### src/rtl/lreq_pkg.sv
package lreq_pkg;
  typedef enum logic [2:0] {
    TY_NONE = 3'b000,
    TY_FAIR = 3'b001,
    TY_PRI  = 3'b010,
    TY_ISO  = 3'b011,
    TY_RD   = 3'b100,
    TY_WR   = 3'b101,
    TY_ACC  = 3'b110,
    TY_BAD  = 3'b111
  } lreq_ty_e;

  localparam logic [1:0] CTL_RX = 2'b10;
  localparam int N_SLOT = 3;
  localparam int TYP_LAST = 3;
endpackage

### src/rtl/lreq_deser.sv
module lreq_deser
  import lreq_pkg::*;
#(
  parameter int ADDR_W = 4,
  parameter int DATA_W = 8,
  parameter int SPD_W  = 3,
  localparam int RD_LAST  = TYP_LAST + 1 + ADDR_W,
  localparam int WR_LAST  = TYP_LAST + 1 + ADDR_W + DATA_W,
  localparam int ACC_LAST = TYP_LAST + 2,
  localparam int BUS_LAST = TYP_LAST + 1 + SPD_W,
  localparam int SR_W     = WR_LAST - 1,
  localparam int CNT_W    = $clog2(WR_LAST + 1)
) (
  input  logic            clk,
  input  logic            rst,
  input  logic            ser_i,
  input  logic            rx_i,
  output logic            ev_valid_o,
  output lreq_ty_e        ev_ty_o,
  output logic [SR_W-1:0] ev_data_o,
  output logic            ev_rx_o
);
  typedef enum logic {S_HUNT, S_BODY} st_e;

  st_e             st;
  logic [CNT_W-1:0] cnt;
  logic [SR_W-1:0]  sr;
  lreq_ty_e         ty_q;
  lreq_ty_e         ty_now;
  logic             rx_seen;
  logic [CNT_W-1:0] last_idx;

  assign ty_now = lreq_ty_e'({sr[1:0], ser_i});

  // frame length follows the decoded type
  always_comb begin
    case (ty_q)
      TY_RD:   last_idx = CNT_W'(RD_LAST);
      TY_WR:   last_idx = CNT_W'(WR_LAST);
      TY_ACC:  last_idx = CNT_W'(ACC_LAST);
      TY_BAD:  last_idx = '1;
      default: last_idx = CNT_W'(BUS_LAST);
    endcase
  end

  always_ff @(posedge clk) begin
    if (rst) begin
      st         <= S_HUNT;
      cnt        <= '0;
      sr         <= '0;
      ty_q       <= TY_NONE;
      rx_seen    <= 1'b0;
      ev_valid_o <= 1'b0;
      ev_ty_o    <= TY_NONE;
      ev_data_o  <= '0;
      ev_rx_o    <= 1'b0;
    end else begin
      ev_valid_o <= 1'b0;
      case (st)
        S_HUNT: begin
          if (ser_i) begin
            st      <= S_BODY;
            cnt     <= CNT_W'(1);
            sr      <= '0;
            rx_seen <= rx_i;
          end
        end
        default: begin
          cnt     <= cnt + 1'b1;
          sr      <= {sr[SR_W-2:0], ser_i};
          rx_seen <= rx_seen | rx_i;
          if (cnt == CNT_W'(TYP_LAST)) begin
            ty_q <= ty_now;
            if (ty_now == TY_BAD) st <= S_HUNT;
          end else if (cnt > CNT_W'(TYP_LAST) && cnt == last_idx) begin
            st <= S_HUNT;
            if (!ser_i) begin
              ev_valid_o <= 1'b1;
              ev_ty_o    <= ty_q;
              ev_data_o  <= sr;
              ev_rx_o    <= rx_seen | rx_i;
            end
          end
        end
      endcase
    end
  end

  // a stop bit of 1 never yields a frame event
  p_stop_drop_r6: assert property (@(posedge clk) disable iff (rst)
    (st == S_BODY && cnt > CNT_W'(TYP_LAST) && cnt == last_idx && ser_i) |=> !ev_valid_o);
endmodule

### src/rtl/lreq_slot.sv
module lreq_slot #(
  parameter int         SPD_W       = 3,
  parameter int         SPEED_MAX   = 3,
  parameter bit         CLEAR_ON_RX = 1'b1
) (
  input  logic             clk,
  input  logic             rst,
  input  logic             set_i,
  input  logic [SPD_W-1:0] spd_i,
  input  logic             rx_i,
  input  logic             win_i,
  output logic             pend_o,
  output logic [SPD_W-1:0] spd_o,
  output logic             bad_o,
  output logic             null_o
);
  logic clr_rx;
  assign clr_rx = CLEAR_ON_RX && rx_i;

  always_ff @(posedge clk) begin
    if (rst) begin
      pend_o <= 1'b0;
      spd_o  <= '0;
      bad_o  <= 1'b0;
      null_o <= 1'b0;
    end else begin
      null_o <= win_i && pend_o && bad_o;
      if (clr_rx) begin
        pend_o <= 1'b0;
      end else if (set_i) begin
        pend_o <= 1'b1;
        spd_o  <= spd_i;
        bad_o  <= (int'(spd_i) > SPEED_MAX);
      end else if (win_i) begin
        pend_o <= 1'b0;
      end
    end
  end

  generate
    if (CLEAR_ON_RX) begin : g_rx
      // receive state empties the slot at that edge
      p_rx_clear_r7: assert property (@(posedge clk) disable iff (rst)
        rx_i |=> !pend_o);
    end else begin : g_iso
      // only a win removes this request
      p_iso_hold_r9: assert property (@(posedge clk) disable iff (rst)
        (pend_o && !win_i) |=> pend_o);
    end
  endgenerate
endmodule

### src/rtl/lreq_rx.sv
module lreq_rx
  import lreq_pkg::*;
#(
  parameter int ADDR_W    = 4,
  parameter int DATA_W    = 8,
  parameter int SPD_W     = 3,
  parameter int SPEED_MAX = 3
) (
  input  logic                    clk,
  input  logic                    rst,
  input  logic                    lreq_i,
  input  logic [1:0]              ctl_i,
  input  logic                    arb_won_i,
  input  logic [1:0]              arb_sel_i,
  output logic                    reg_rd_o,
  output logic                    reg_wr_o,
  output logic [ADDR_W-1:0]       reg_addr_o,
  output logic [DATA_W-1:0]       reg_wdata_o,
  output logic                    accel_en_o,
  output logic [N_SLOT-1:0]       pend_o,
  output logic [N_SLOT*SPD_W-1:0] pend_speed_o,
  output logic [N_SLOT-1:0]       pend_bad_o,
  output logic                    null_pkt_o
);
  localparam int SR_W = TYP_LAST + ADDR_W + DATA_W;

  logic            rx;
  logic            ev_valid;
  lreq_ty_e        ev_ty;
  logic [SR_W-1:0] ev_data;
  logic            ev_rx;
  logic [N_SLOT-1:0] slot_set;
  logic [N_SLOT-1:0] slot_win;
  logic [N_SLOT-1:0] slot_null;

  assign rx = (ctl_i == CTL_RX);

  lreq_deser #(.ADDR_W(ADDR_W), .DATA_W(DATA_W), .SPD_W(SPD_W)) deser_i (
    .clk(clk), .rst(rst), .ser_i(lreq_i), .rx_i(rx),
    .ev_valid_o(ev_valid), .ev_ty_o(ev_ty), .ev_data_o(ev_data), .ev_rx_o(ev_rx)
  );

  always_ff @(posedge clk) begin
    if (rst) begin
      reg_rd_o    <= 1'b0;
      reg_wr_o    <= 1'b0;
      reg_addr_o  <= '0;
      reg_wdata_o <= '0;
      accel_en_o  <= 1'b0;
    end else begin
      reg_rd_o <= ev_valid && ev_ty == TY_RD;
      reg_wr_o <= ev_valid && ev_ty == TY_WR;
      if (ev_valid && ev_ty == TY_RD) reg_addr_o <= ev_data[ADDR_W-1:0];
      if (ev_valid && ev_ty == TY_WR) begin
        reg_addr_o  <= ev_data[DATA_W +: ADDR_W];
        reg_wdata_o <= ev_data[DATA_W-1:0];
      end
      if (ev_valid && ev_ty == TY_ACC) accel_en_o <= ev_data[0];
    end
  end

  always_comb begin
    slot_set[0] = ev_valid && ev_ty == TY_FAIR && !ev_rx;
    slot_set[1] = ev_valid && ev_ty == TY_PRI  && !ev_rx;
    slot_set[2] = ev_valid && ev_ty == TY_ISO;
  end

  genvar g;
  generate
    for (g = 0; g < N_SLOT; g++) begin : g_slot
      assign slot_win[g] = arb_won_i && (arb_sel_i == 2'(g + 1));
      lreq_slot #(
        .SPD_W(SPD_W), .SPEED_MAX(SPEED_MAX), .CLEAR_ON_RX(g < 2)
      ) slot_i (
        .clk(clk), .rst(rst), .set_i(slot_set[g]), .spd_i(ev_data[SPD_W-1:0]),
        .rx_i(rx), .win_i(slot_win[g]), .pend_o(pend_o[g]),
        .spd_o(pend_speed_o[g*SPD_W +: SPD_W]), .bad_o(pend_bad_o[g]),
        .null_o(slot_null[g])
      );
    end
  endgenerate

  assign null_pkt_o = |slot_null;

  // the two register strobes are exclusive
  p_rw_excl_r3: assert property (@(posedge clk) disable iff (rst)
    !(reg_rd_o && reg_wr_o));
  // a read strobe lasts a single cycle
  p_rd_pulse_r2: assert property (@(posedge clk) disable iff (rst)
    reg_rd_o |=> !reg_rd_o);
  // only an acceleration frame moves the flag
  p_accel_hold_r4: assert property (@(posedge clk) disable iff (rst)
    !(ev_valid && ev_ty == TY_ACC) |=> $stable(accel_en_o));
  // a null packet always follows a win
  p_null_win_r10: assert property (@(posedge clk) disable iff (rst)
    null_pkt_o |-> $past(arb_won_i));
endmodule

### config.mk
export PLATFORM = sky130hd
export DESIGN_NAME = lreq_rx
export DESIGN_NICKNAME = d
export VERILOG_FILES = /design/src/rtl/lreq_pkg.sv /design/src/rtl/lreq_deser.sv /design/src/rtl/lreq_slot.sv /design/src/rtl/lreq_rx.sv
export SDC_FILE = /design/constraint.sdc
export NUM_CORES = 1
export LEC_CHECK = 0
export ABC_AREA = 1
export ABC_CLOCK_PERIOD_IN_PS = 1400
export BUFFER_PORTS_ARGS = -buffer_cell sky130_fd_sc_hd__buf_2
export CAP_MARGIN = 20
export CELL_PAD_IN_SITES_DETAIL_PLACEMENT = 0
export CELL_PAD_IN_SITES_GLOBAL_PLACEMENT = 1
export CORE_MARGIN = 2
export CORE_UTILIZATION = 37
export CTS_CLUSTER_SIZE = 8
export DETAILED_ROUTE_END_ITERATION = 10
export GPL_ROUTABILITY_DRIVEN = 1
export MAX_ROUTING_LAYER = met4
export PLACE_DENSITY = 0.85
export RECOVER_POWER = 25
export SYNTH_ARGS = -nofsm -noshare
export SYNTH_HDL_FRONTEND = slang
export SYNTH_SLANG_ARGS = --single-unit
### constraint.sdc
create_clock -name clk -period 1.4 [get_ports clk]
set_input_delay 0.07 -clock clk [delete_from_list [all_inputs] [get_ports clk]]
set_output_delay 0.07 -clock clk [all_outputs]
set_load 0.01 [all_outputs]
==> impl_metrics.py <==
metrics = {
    "sta": {
        "skew_ns": 0.0149,
        "rsz0062_at_grt": "true",
        "fmax_mhz": 706,
        "final.setup.worst_slack_ns": -0.0170,
        "relSlewSlack_pct": 72.5,
        "hold_viol": 0,
        "worstMarginPinSlew_ns": 0.412,
        "fin_crit_ns": 1.42,
        "tns_ns": -0.0306,
        "slew_viol_final": 0,
        "setup_violations": 4,
        "finalCritPeriodShare_pct": 101,
    },
    "route": {
        "drt-initial-drc-count": 103,
        "vias": 2727,
        "drcViolationCount": 0,
        "ant_nets": 0,
        "wire_per_inst_um": 12.5,
        "first_pass_iters": 4,
        "wl_mm": 6.99,
        "vias_per_cell": 4.89,
    },
    "clocking": {
        "cts_sinks": 72,
        "clk_pin_slew_ns": 0.08,
        "clockRootBuffer": "clkbuf_8",
        "cts_tree": "built",
        "cts_buffers": 9,
        "htree_num_levels": 3,
        "worstSkewPairLatency_ns": 0.35,
        "clock_path_buffers": 2,
    },
    "floorplan": {
        "die_area_mm2": 0.00870,
        "die_w_um": 93.3,
        "top_level_ports": 39,
        "initial_core_util_pct": 38.2,
        "core_area_mm2": 0.00773,
        "rows": 32,
        "fp.dieH_um": 93.3,
    },
    "cells_and_area": {
        "fill_cells": 742,
        "nets": 460,
        "final_cell_mix": "67 x nand2_1, 65 x dfxtp_1, 54 x nor2_1",
        "instances_no_fill": 558,
        "area_growth_pct": 29.3,
        "final_common_cell": "nand2_1",
        "layout-drive-gt1-share_pct": 25.4,
        "antenna_cells": 0,
    },
    "yosys": {
        "syn-num-nets": 403,
        "syn_area_per_cell_um2": 7.48,
        "syn-instance-count": 394,
        "yosysUniqueCellTypes": 28,
        "netlist_area_mm2": 0.00295,
        "ys_warn_count": 0,
        "synth_seq_area_share_pct": 48.9,
        "ys_ff_latch": 72,
    },
    "pwr": {
        "power.switching_mw": 0.975,
        "power.density_mw_per_mm2": 1130,
        "clkPwrFrac_pct": 46.5,
        "ir_worst_vdd_mv": 0.432,
        "p_leak_nw": 1.55,
        "pwr-share-comb_pct": 5.4,
        "seq_power_share_pct": 48.1,
        "p_sw_share_pct": 22.6,
        "internal-power_mw": 3.34,
    },
    "critical_path": {
        "end_kind": "register",
        "crit_path_top_delay_cell": "dfxtp_4",
        "critPathKind": "reg2reg",
        "critical_path_peak_fanout": 6,
        "slowest_delay_ns": 0.38,
        "required_ns": 1.65,
        "path_cells": "ha_4, nand3_2, nand2_2, nor2_4, clkbuf_16, nand3_1, nand2_1, nor2_1",
        "crit_arrival_ns": 1.66,
        "worstSetupStartpointType": "register",
    },
    "grt": {
        "grt_max_degree": 29,
        "grt_pass1_vias": 2546,
        "antenna_found_initial": 0,
        "gr-total-overflow": 0,
        "grt_pass1_wl_mm": 11.5,
        "grt_usage_pct": 17.0,
    },
    "placement": {
        "dp_hpwl_mm": 4.51,
        "gp_congestion": 0.812,
        "io_buffer_count": 38,
        "placed_cells": 533,
        "pre_cts_ws_ns": -0.109,
    },
    "hold_path": {
        "min-delay-path-class": "in2reg",
    },
    "run": {
        "maxCapViolations": 0,
    },
    "status": {
        "status": "complete, but fails checks",
        "failed_checks": "negative setup slack",
    },
}
synth_stat cells (all sizes together):
| library cell | instances | area (µm²) |
|---|---|---|
| a311oi | 1 | 8.76 |
| a211oi | 4 | 30.0 |
| inv | 35 | 131 |
| a31oi | 1 | 6.26 |
| nand3 | 32 | 160 |
| nand2 | 77 | 302 |
| dfxtp | 72 | 1440 |
| nor3b | 1 | 7.51 |
| o21ai | 19 | 95.1 |
| clkbuf | 8 | 40.0 |
| buf | 16 | 126 |
| or3 | 1 | 6.26 |
| nand4 | 3 | 18.8 |
| ha | 1 | 12.5 |
| nor2 | 62 | 240 |
| a21oi | 59 | 310 |
| nor3 | 1 | 5.00 |
| o31ai | 1 | 7.51 |
stage by stage:
step | power, mW | cell area [µm²] | hold slack [ns] | utilization [%]
2_1_floorplan | 2.24 | 2950 | 0.202 | -
3_3_place_gp | 2.31 | 3290 | 0.343 | 42.5
3_5_place_dp | 2.31 | 3290 | 0.366 | 42.5
4_1_cts | 4.29 | 3590 | 0.0117 | 46.4
5_1_grt | 4.47 | 3810 | 0.0199 | 49.4
6_report | 4.31 | 3810 | 0.0191 | 49.4
sequential cells by signal, summed over array words and instances (netlist names), 3 cells and up:
| register | flops |
|---|---|
| g_slot.slot_i.spd_o | 9 |
| reg_addr_o | 4 |
| deser_i.sr | 12 |
| deser_i.ev_data_o | 12 |
| deser_i.ty_q | 3 |
| g_slot.slot_i.pend_o | 3 |
| deser_i.ev_ty_o | 3 |
| reg_wdata_o | 8 |
| g_slot.slot_i.bad_o | 3 |
| g_slot.slot_i.null_o | 3 |
| deser_i.cnt | 5 |
worst paths after layout:
| kind | endpoint | cells past startpoint | start | slack, ns |
|---|---|---|---|---|
| max | deser_i.ev_data_o[8] | 8 | deser_i.cnt[0] | -0.02 |
| min | g_slot[2].slot_i.null_o | 3 | arb_sel_i[1] | 0.02 |
| max reg2reg | deser_i.ev_data_o[8] | 8 | deser_i.cnt[0] | -0.02 |
| min reg2reg | g_slot[1].slot_i.spd_o[2] | 2 | g_slot[1].slot_i.spd_o[2] | 0.46 |
power by group through the flow:
stage | Combinational [mW] | Clock, mW | Sequential (mW)
2_1_floorplan | 0.123 | 0 | 2.12
3_3_place_gp | 0.186 | 0 | 2.12
3_5_place_dp | 0.186 | 0 | 2.12
4_1_cts | 0.190 | 2.03 | 2.07
5_1_grt | 0.256 | 2.14 | 2.08
6_report | 0.234 | 2.00 | 2.07
cell type report:
type,instances,area (µm²),area share (%)
sequential,72,1460,38.4
clock inverter,6,115,3.02
clock buffer,10,128,3.35
inverter,35,136,3.58
multi-input combinational,265,1380,36.2
tap,102,128,3.35
timing repair buffer,68,465,12.2
routing by layer:
layer	GRT usage, %	vias to the layer above	routed length [µm]
li1	-	1393	-
met1	20.3	1263	3140
met2	27.5	58	3390
met3	4.75	13	353
met4	6.50	0	110
met5	-	-	0
repair_timing:
item / in CTS / in global routing
gates cloned: 1 / 4
resized for setup: 12 / 48
hold endpoints to repair: 1 / 0
setup buffers: 0 / 3
pin swaps: 1 / 25
endpoints found under the setup margin: 17 / 30
hold buffers: 1 / 0
cells by family after synthesis:
logic type / Yosys count / synth area share, %
flip-flops: 72 / 48.9
adder cells (fa/ha/maj): 1 / 0.424
buffers and inverters: 59 / 10.1
AND/OR/NAND/NOR: 177 / 25.1
AO/OA/AOI/OAI: 85 / 15.5
critical path, delay by kind of cell (launching register included):
kind | cells | cell delay, ns
adder cells (fa/ha/maj) | 1 | 0.17
AND/OR/NAND/NOR | 6 | 0.60
buffers and inverters | 1 | 0.19
flip-flops | 1 | 0.38
(Power assumes the default switching activity.)
